==> config.mk <==
export PLATFORM = sky130hd
export DESIGN_NAME = quad_lane_serializer
export DESIGN_NICKNAME = d
export VERILOG_FILES = /design/src/rtl/qser_pkg.sv /design/src/rtl/qser_divider.sv /design/src/rtl/qser_lane.sv /design/src/rtl/quad_lane_serializer.sv
export SDC_FILE = /design/constraint.sdc
export NUM_CORES = 1
export LEC_CHECK = 0
export BUFFER_PORTS_ARGS = -buffer_cell sky130_fd_sc_hd__buf_2
export CORE_ASPECT_RATIO = 1.1
export CORE_MARGIN = 5
export CORE_UTILIZATION = 55
export CTS_CLUSTER_DIAMETER = 50
export DETAILED_ROUTE_END_ITERATION = 8
export GPL_ROUTABILITY_DRIVEN = 0
export PLACE_DENSITY = 0.83
export SLEW_MARGIN = 20
export SYNTH_ARGS = -nofsm -noshare
export SYNTH_HDL_FRONTEND = slang
export SYNTH_SLANG_ARGS = --single-unit
==> constraint.sdc <==
create_clock -name clk_fast -period 2.2 [get_ports clk_fast]
set_input_delay 0.22 -clock clk_fast [delete_from_list [all_inputs] [get_ports clk_fast]]
set_output_delay 0.22 -clock clk_fast [all_outputs]
set_load 0.005 [all_outputs]
==> src/rtl/qser_pkg.sv <==
package qser_pkg;
    localparam int unsigned QSER_LANES  = 4;
    localparam int unsigned QSER_RATIO  = 8;
    localparam int unsigned QSER_PSEL_W = 2;

    // Position of lane bit 'pos' of lane 'lane' in the parallel word
    function automatic int unsigned word_index(input int unsigned lane,
                                               input int unsigned pos,
                                               input int unsigned lanes);
        return pos * lanes + lane;
    endfunction
endpackage

==> src/rtl/qser_divider.sv <==
module qser_divider #(
    parameter int unsigned RATIO  = qser_pkg::QSER_RATIO,
    parameter int unsigned PSEL_W = qser_pkg::QSER_PSEL_W
) (
    input  logic              clk,
    input  logic              rst,
    input  logic [PSEL_W-1:0] phase_sel,
    output logic              load_o,
    output logic              div_clk_o
);
    localparam int unsigned CNT_W = $clog2(RATIO);
    localparam int unsigned STEP  = RATIO >> PSEL_W;

    typedef struct packed {
        logic [CNT_W-1:0] cnt;
        logic             div;
    } div_state_t;

    div_state_t       st_d, st_q;
    logic [CNT_W-1:0] offset;

    always_comb begin
        offset     = CNT_W'(phase_sel) * CNT_W'(STEP);
        st_d       = st_q;
        st_d.cnt   = st_q.cnt + 1'b1;
        st_d.div   = ~st_d.cnt[CNT_W-1];
        if (rst) begin
            st_d.cnt = '0;
            st_d.div = 1'b1;
        end
    end

    always_ff @(posedge clk) begin
        st_q <= st_d;
    end

    assign load_o    = (st_q.cnt == offset) && !rst;
    assign div_clk_o = st_q.div;
endmodule

==> src/rtl/qser_lane.sv <==
module qser_lane #(
    parameter int unsigned RATIO = qser_pkg::QSER_RATIO
) (
    input  logic             clk,
    input  logic             rst,
    input  logic             load,
    input  logic [RATIO-1:0] bits_i,
    output logic             ser_o
);
    typedef struct packed {
        logic [RATIO-1:0] sreg;
        logic             ser;
    } lane_state_t;

    lane_state_t st_d, st_q;

    always_comb begin
        st_d.ser = st_q.sreg[0];
        if (load) begin
            st_d.sreg = bits_i;
        end else begin
            st_d.sreg = {1'b0, st_q.sreg[RATIO-1:1]};
        end
        if (rst) begin
            st_d.sreg = '0;
            st_d.ser  = 1'b0;
        end
    end

    always_ff @(posedge clk) begin
        st_q <= st_d;
    end

    assign ser_o = st_q.ser;
endmodule

==> src/rtl/quad_lane_serializer.sv <==
module quad_lane_serializer
    import qser_pkg::*;
#(
    parameter int unsigned LANES  = QSER_LANES,
    parameter int unsigned RATIO  = QSER_RATIO,
    parameter int unsigned PSEL_W = QSER_PSEL_W
) (
    input  logic                   clk_fast,
    input  logic                   rst,
    input  logic [PSEL_W-1:0]      phase_sel,
    input  logic [LANES*RATIO-1:0] par_word,
    output logic [LANES-1:0]       ser_out,
    output logic                   fast_clk_out,
    output logic                   div_clk_out
);
    logic load;

    qser_divider #(.RATIO(RATIO), .PSEL_W(PSEL_W)) div_i (
        .clk       (clk_fast),
        .rst       (rst),
        .phase_sel (phase_sel),
        .load_o    (load),
        .div_clk_o (div_clk_out)
    );

    for (genvar ln = 0; ln < LANES; ln++) begin : g_lane
        logic [RATIO-1:0] lane_bits;
        for (genvar p = 0; p < RATIO; p++) begin : g_bit
            assign lane_bits[p] = par_word[word_index(ln, p, LANES)];
        end
        qser_lane #(.RATIO(RATIO)) lane_i (
            .clk    (clk_fast),
            .rst    (rst),
            .load   (load),
            .bits_i (lane_bits),
            .ser_o  (ser_out[ln])
        );
    end

    assign fast_clk_out = clk_fast;
endmodule

* After elaboration in Yosys (flattened, before gate mapping)
Index checks and enable logic that the tools add are counted.
** Word-level totals
- Logic and storage cells :: 25
- Register bits :: 40
- Output and inout bits :: 6
- Bits of input ports :: 36
** Operators by class
- Bitwise logic cells :: 2
- Equality and inequality tests :: 1
- $add $sub $neg :: 1
- Reduce and logical (&&, ||, !) cells :: 3
- Mux-type cells :: 4
** Operators with widths (count)
- 2-to-1 mux 7 bit :: 4
- adder 3 x 1 -> 3 bit (second input constant) :: 1
- equality test 3 bit :: 1
- inverter 1 bit :: 2
- OR reduction 2 bit :: 1
- logical AND 1 bit :: 1
- zero test 1 bit :: 1

* Depth between registers and ports, before layout
Gate-level depths: netlist of run 1.
- Depth in word-level cells :: 4
- Depth in mapped cells :: 5
- Gate-level depth less buffers :: 4

* Modules after synthesis
A second synthesis of run 1 with hierarchy kept.
** Unflattened totals
- Cells, all modules :: 122
- Area total of the unflattened synthesis :: 1403.8 um^2
** By module, submodules not included
- qser_lane :: cells an instance 27, seq. area each 180.2 um^2, instances 4, area each 311.5 um^2
- qser_divider :: cells an instance 13, seq. area each 80.1 um^2, instances 1, area each 150.1 um^2
- quad_lane_serializer :: cells an instance 1, seq. area each 0.0 um^2, instances 1, area each 7.5 um^2

==> summary.txt, run 1 <==
status = finished clean
Startpoint Class = clock port
largest net degree at the start of global routing = 35
Die X = 61.8 µm
gr usage total = 18.7%
Slew HR = 78.0%
share of post-route cells with drive strength above 1 = 41.0%
Static Leak = 1.02 nW
Crit path largest cell delay = 0.12 ns
Sw Pwr = 0.000323 W
Main synth FF type = dfxtp_1
total power = 0.00149 W
DIE AREA = 0.00414 mm²
# DRC = 0
CTS tree = yes
VDD IR-drop max = 0.553 mV
Seq/Total Area, Yosys = 49.3%
syn_nets = 163
synthesis-to-layout area growth = 35.8%
Sw Ratio = 21.7%
Initial Utilization = 57.9%
CP Cell Sequence = clkbuf_4 -> clkbuf_4 -> buf_2
Avg Inst Size Synth = 12.9 µm²
Async SR Flop Fraction = 0%
CP most frequent cell = clkbuf_4
crit path max-delay cell type = clkbuf_4
CP required = 1.98 ns
Post-Syn Area = 0.00162 mm²
top cells by area, synth = dfxtp_1, mux2_4, nor2b_1
worst skew pair latency = 0.44 ns
internal cell power = 0.00117 W
Final ANT Viol Nets = 0
I/O pin total = 42
Worst path top cell family by delay = buffers and inverters
Slew @ Worst Pin = 0.330 ns
crit path DAT = 1.44 ns
Clock power frac = 33.4%
gr ovfl total = 0
crit path kind = clk -> out
Reg power frac = 52.4%
CP Max Fanout = 2
Die Ht = 67.0 µm
Critical Path Sink Type = primary output
DRT Pass-1 Iters = 4
Resized cells post-CTS = 0
Port-buffer cells = 41
Fin Setup TNS = 0 ns
core area = 0.00280 mm²
final setup violating endpoints = 0
Combinational Power Share = 14.2%
routed wire length per instance = 14.0 µm
Final Hold Fails = 0
Final nets = 237
PwrDens = 676 mW/mm²
WP buf/inv = 3
first-pass GRT wire length = 5.28 mm
Routed Wire Length = 3.27 mm
Min Hold Slack = 0.446 ns
ANT cells = 0
synthesized instance count = 126
Yosys warnings = 0
DRT iter0 DRCs = 29
Vias = 1096
skew final = 0.00674 ns
vias in the first global route = 1214
Seq cells post-synth = 40
number of synthesized flops with an enable pin = 0
leading area contributor after synthesis = dfxtp_1
Final Max Slew Viols = 0
Via density = 4.70
synth unique cells = 16
Max Cap Viol = 0
area share of the largest cell type after synthesis = 49.3%
Std-Cell Rows = 20
Hold Crit Class = reg -> reg
Worst-path clk slew = 0.11 ns
initial antenna violation count = 0
RSZ-0062 raised after global routing = false
-- power by group through the flow --
stage | logic [W] | registers (W) | clock network (W)
6_report | 0.000211 | 0.000781 | 0.000497
5_1_grt | 0.000230 | 0.000786 | 0.000557
4_1_cts | 0.000206 | 0.000781 | 0.000515
3_5_place_dp | 0.000163 | 0.000798 | 0.0000197
3_3_place_gp | 0.000156 | 0.000796 | 0.0000197
2_1_floorplan | 0.000126 | 0.000794 | 0.0000295
-- metrics by stage --
step | setup slack (ns) | instance area (µm²) | std cells | util [%]
after floorplan | 0.769 | 1620 | 126 | -
after global placement | 0.778 | 1790 | 190 | 63.8
after detailed placement | 0.778 | 1790 | 190 | 63.8
after CTS | 0.523 | 2190 | 231 | 78.0
after global routing | 0.521 | 2210 | 233 | 78.7
final | 0.537 | 2210 | 233 | 78.7
-- routing by layer --
layer,part of all wire [%],global-route usage [%]
met1,37,17.9
met2,56,34.0
met3,6.5,6.78
met4,1.0,8.49
met5,0,0
-- flip-flops by register name (all words and copies together), names as in the netlist --
name and flops:
g_lane.lane_i.st_q 32, div_i.div_clk_o 1, div_i.st_q 3, g_lane.lane_i.ser_o 4
-- cells in the final DEF, fill, tap and decap left out, types with 2 or more instances in the layout --
| cell type | instances |
|---|---|
| mux2_4 | 26 |
| buf_2 | 41 |
| nor2b_1 | 29 |
| clkbuf_8 | 2 |
| xnor2_1 | 2 |
| mux2_2 | 2 |
| inv_1 | 2 |
| clkbuf_4 | 8 |
| dlygate4sd3_1 | 33 |
| and2b_1 | 4 |
| dfxtp_1 | 40 |
| and2_1 | 5 |
-- final timing paths --
kind | startpoint | end | slack (ns) | depth (start not counted)
max reg2reg | div_i.st_q[2] | g_lane[2].lane_i.st_q[3] | 0.77 | 4
min reg2reg | g_lane[0].lane_i.st_q[1] | g_lane[0].lane_i.ser_o | 0.45 | 1
min | g_lane[0].lane_i.st_q[1] | g_lane[0].lane_i.ser_o | 0.45 | 1
max | clk_fast | fast_clk_out | 0.54 | 3
-- synth_stat cells, types with 2 or more instances --
library cell   n
and2_1         5
and2b_1        4
buf_12         2
buf_4          5
buf_6          2
clkbuf_1       3
dfxtp_1       40
inv_1          2
mux2_2         2
mux2_4        26
nor2b_1       29
xnor2_1        2
-- area by class of cell --
| class | count | area, µm² |
|---|---|---|
| sequential | 40 | 801 |
| timing repair buffer | 75 | 558 |
| clock buffer | 11 | 92.6 |
| multi-input combinational | 72 | 706 |
| inverter | 2 | 7.51 |
| fill | 184 | 597 |
| tap | 33 | 41.3 |
-- cell families (layout without fill, tap and decap cells) --
| kind of cell | after synthesis | in the layout | synth area share, % |
|---|---|---|---|
| XOR/XNOR | 3 | 3 | 1.62 |
| adder cells (fa/ha/maj) | 1 | 1 | 0.770 |
| buffers and inverters | 14 | 88 | 7.32 |
| flip-flops | 40 | 40 | 49.3 |
| multiplexers | 28 | 28 | 25.4 |
| AND/OR/NAND/NOR | 40 | 40 | 15.6 |
-- timing repair --
item / 4_1_cts / 5_1_grt
hold endpoints to repair: 31 / 2
setup buffers: 0 / 0
hold buffers: 31 / 2
(Power assumes the default switching activity.)
==> run 2: changes to the inputs <==
--- a/config.mk
+++ b/config.mk
@@ -8,11 +8,11 @@
 export BUFFER_PORTS_ARGS = -buffer_cell sky130_fd_sc_hd__buf_2
 export CORE_ASPECT_RATIO = 1.1
 export CORE_MARGIN = 5
-export CORE_UTILIZATION = 55
+export CORE_UTILIZATION = 46
 export CTS_CLUSTER_DIAMETER = 50
 export DETAILED_ROUTE_END_ITERATION = 8
 export GPL_ROUTABILITY_DRIVEN = 0
-export PLACE_DENSITY = 0.83
+export PLACE_DENSITY = 0.74
 export SLEW_MARGIN = 20
 export SYNTH_ARGS = -nofsm -noshare
 export SYNTH_HDL_FRONTEND = slang
==> constraint.sdc (replaced) <==
create_clock -name clk_fast -period 1.45 [get_ports clk_fast]
set_input_delay 0.145 -clock clk_fast [delete_from_list [all_inputs] [get_ports clk_fast]]
set_output_delay 0.145 -clock clk_fast [all_outputs]
set_load 0.005 [all_outputs]
==> run 2 against run 1 <==
First-iteration DRC count rose by 34%. Sequential cell count is the same. Largest power group unchanged. Sequential power rose by 51%. Highest routed layer unchanged. Critical endpoint is now g_lane[1].lane_i.st_q[7].
==> summary.txt, run 2 (synthesized netlist as in run 1, its figures left out) <==
status = finished clean
vias in the first global route = 1155
commonest non-fill, non-tap cell in the layout = buf_2
I/O pin total = 42
Reg2Reg Setup Slack = 0.07 ns
CTS tree = yes
Critical Path Sink Type = register
Initial Utilization = 48.0%
Hold Crit Class = in -> reg
largest net degree at the start of global routing = 35
Final ANT Viol Nets = 0
CP Max Fanout = 18
crit path DAT = 1.72 ns
Routed Wire Length = 2.86 mm
Reg with most FFs = g_lane.lane_i.st_q
Fin Setup TNS = 0 ns
share of post-route cells with drive strength above 1 = 40.6%
Std-Cell Rows = 22
Post-DP HPWL = 1.77 mm
post-CTS setup buffers = 0
total power = 0.00222 W
Max Cap Viol = 0
Combinational Power Share = 14.5%
final setup violating endpoints = 0
gr usage total = 13.9%
synthesis-to-layout area growth = 37.8%
Final nets = 238
worst skew pair latency = 0.45 ns
initial antenna violation count = 0
skew final = 0.00955 ns
Max Clock Freq = 724 MHz
Slew @ Worst Pin = 0.322 ns
routed wire length per instance = 11.4 µm
Reg-to-Reg End = g_lane[1].lane_i.st_q[7]
Min Hold Slack = 0.397 ns
multi-input logic area = 706 µm²
gr ovfl total = 0
Die Ht = 72.3 µm
Tcrit/Tclk final = 95.3%
Final Max Slew Viols = 0
PwrDens = 992 mW/mm²
worst r2r src = div_i.st_q[3]
Vias = 1055
first-pass GRT wire length = 4.88 mm
Sw Pwr = 0.000481 W
R2R depth = 4
DRT Pass-1 Iters = 4
Reg power frac = 53.3%
register area = 801 µm²
post-route minimum period = 1.38 ns
DRT iter0 DRCs = 39
Startpoint Class = register
RSZ-0062 raised after global routing = false
setup ws final = 0.0680 ns
worst setup path endpoint = g_lane[1].lane_i.st_q[7]
Static Leak = 1.02 nW
VDD IR-drop max = 0.612 mV
crit path kind = reg -> reg
DIE AREA = 0.00482 mm²
internal cell power = 0.00174 W
Die X = 66.7 µm
ANT cells = 0
Slew HR = 78.5%
Via density = 4.22
CP required = 1.79 ns
Sw Ratio = 21.7%
core area = 0.00339 mm²
post-place setup slack = 0.0879 ns
max reg flops = 32
Fill cells = 290
commonest non-fill, non-tap cells in the layout = buf_2, dfxtp_1, dlygate4sd3_1
Worst-path clk slew = 0.11 ns
Port-buffer cells = 41
Clock power frac = 32.2%
# DRC = 0
Final Hold Fails = 0
Crit. Startpoint = div_i.st_q[3]
[run 2: cell types whose count changed in the layout (fill, tap and decap cells not counted), sizes merged]
cell,previous run,this run
buf,43,44
clkbuf,10,11
[run 2: area by class of cell]
class / count / area share, %
well taps: 48 / 2.68
repair buffers: 76 / 25.8
flip-flops and latches: 40 / 35.8
multi-input cells: 72 / 31.5
inverters: 2 / 0.335
clock buffers: 12 / 3.86
[run 2: worst min path at each step]
stage                             from                       end  slack [ns]  depth (start not counted)
after floorplan                    rst             div_i.st_q[1]        0.22                          1
after global placement        clk_fast              fast_clk_out        0.23                          1
after detailed placement      clk_fast              fast_clk_out        0.23                          1
after CTS                          rst             div_i.st_q[1]        0.39                          3
after global routing      phase_sel[0]  g_lane[3].lane_i.st_q[8]        0.39                          5
final                              rst             div_i.st_q[1]        0.40                          3
[run 2: layer usage]
| layer | share of wire (%) | GRT usage [%] | vias to the layer above |
|---|---|---|---|
| met5 | 0 | 0 | - |
| met4 | 2.1 | 8.58 | 0 |
| met3 | 7.5 | 6.19 | 6 |
| met1 | 42 | 14.3 | 466 |
| li1 | - | - | 548 |
| met2 | 49 | 23.0 | 35 |
[run 2: critical path: stages (launching register included)]
cell,delay [ns]
dfxtp_1,0.38
xnor2_1,0.13
and3_2,0.26
buf_12,0.19
mux2_4,0.31
[run 2: repair_timing]
action | 4_1_cts | 5_1_grt
hold buffers | 33 | 0
gates resized for setup | 0 | 0
hold endpoints to repair | 33 | 0
[run 2: through the flow]
| step | instances | cell area [µm²] | utilization (%) |
|---|---|---|---|
| floorplan | 126 | 1620 | - |
| global placement | 206 | 1830 | 54.0 |
| detailed placement | 206 | 1830 | 54.0 |
| CTS | 250 | 2240 | 66.1 |
| global route | 250 | 2240 | 66.1 |
| finish | 250 | 2240 | 66.1 |
[run 2: power groups by stage]
stage / logic, W / registers (W) / clock network [W]
floorplan: 0.000192 / 0.00120 / 0.0000447
global placement: 0.000246 / 0.00121 / 0.0000300
detailed placement: 0.000255 / 0.00121 / 0.0000300
CTS: 0.000324 / 0.00118 / 0.000750
global route: 0.000349 / 0.00119 / 0.000820
finish: 0.000322 / 0.00118 / 0.000716
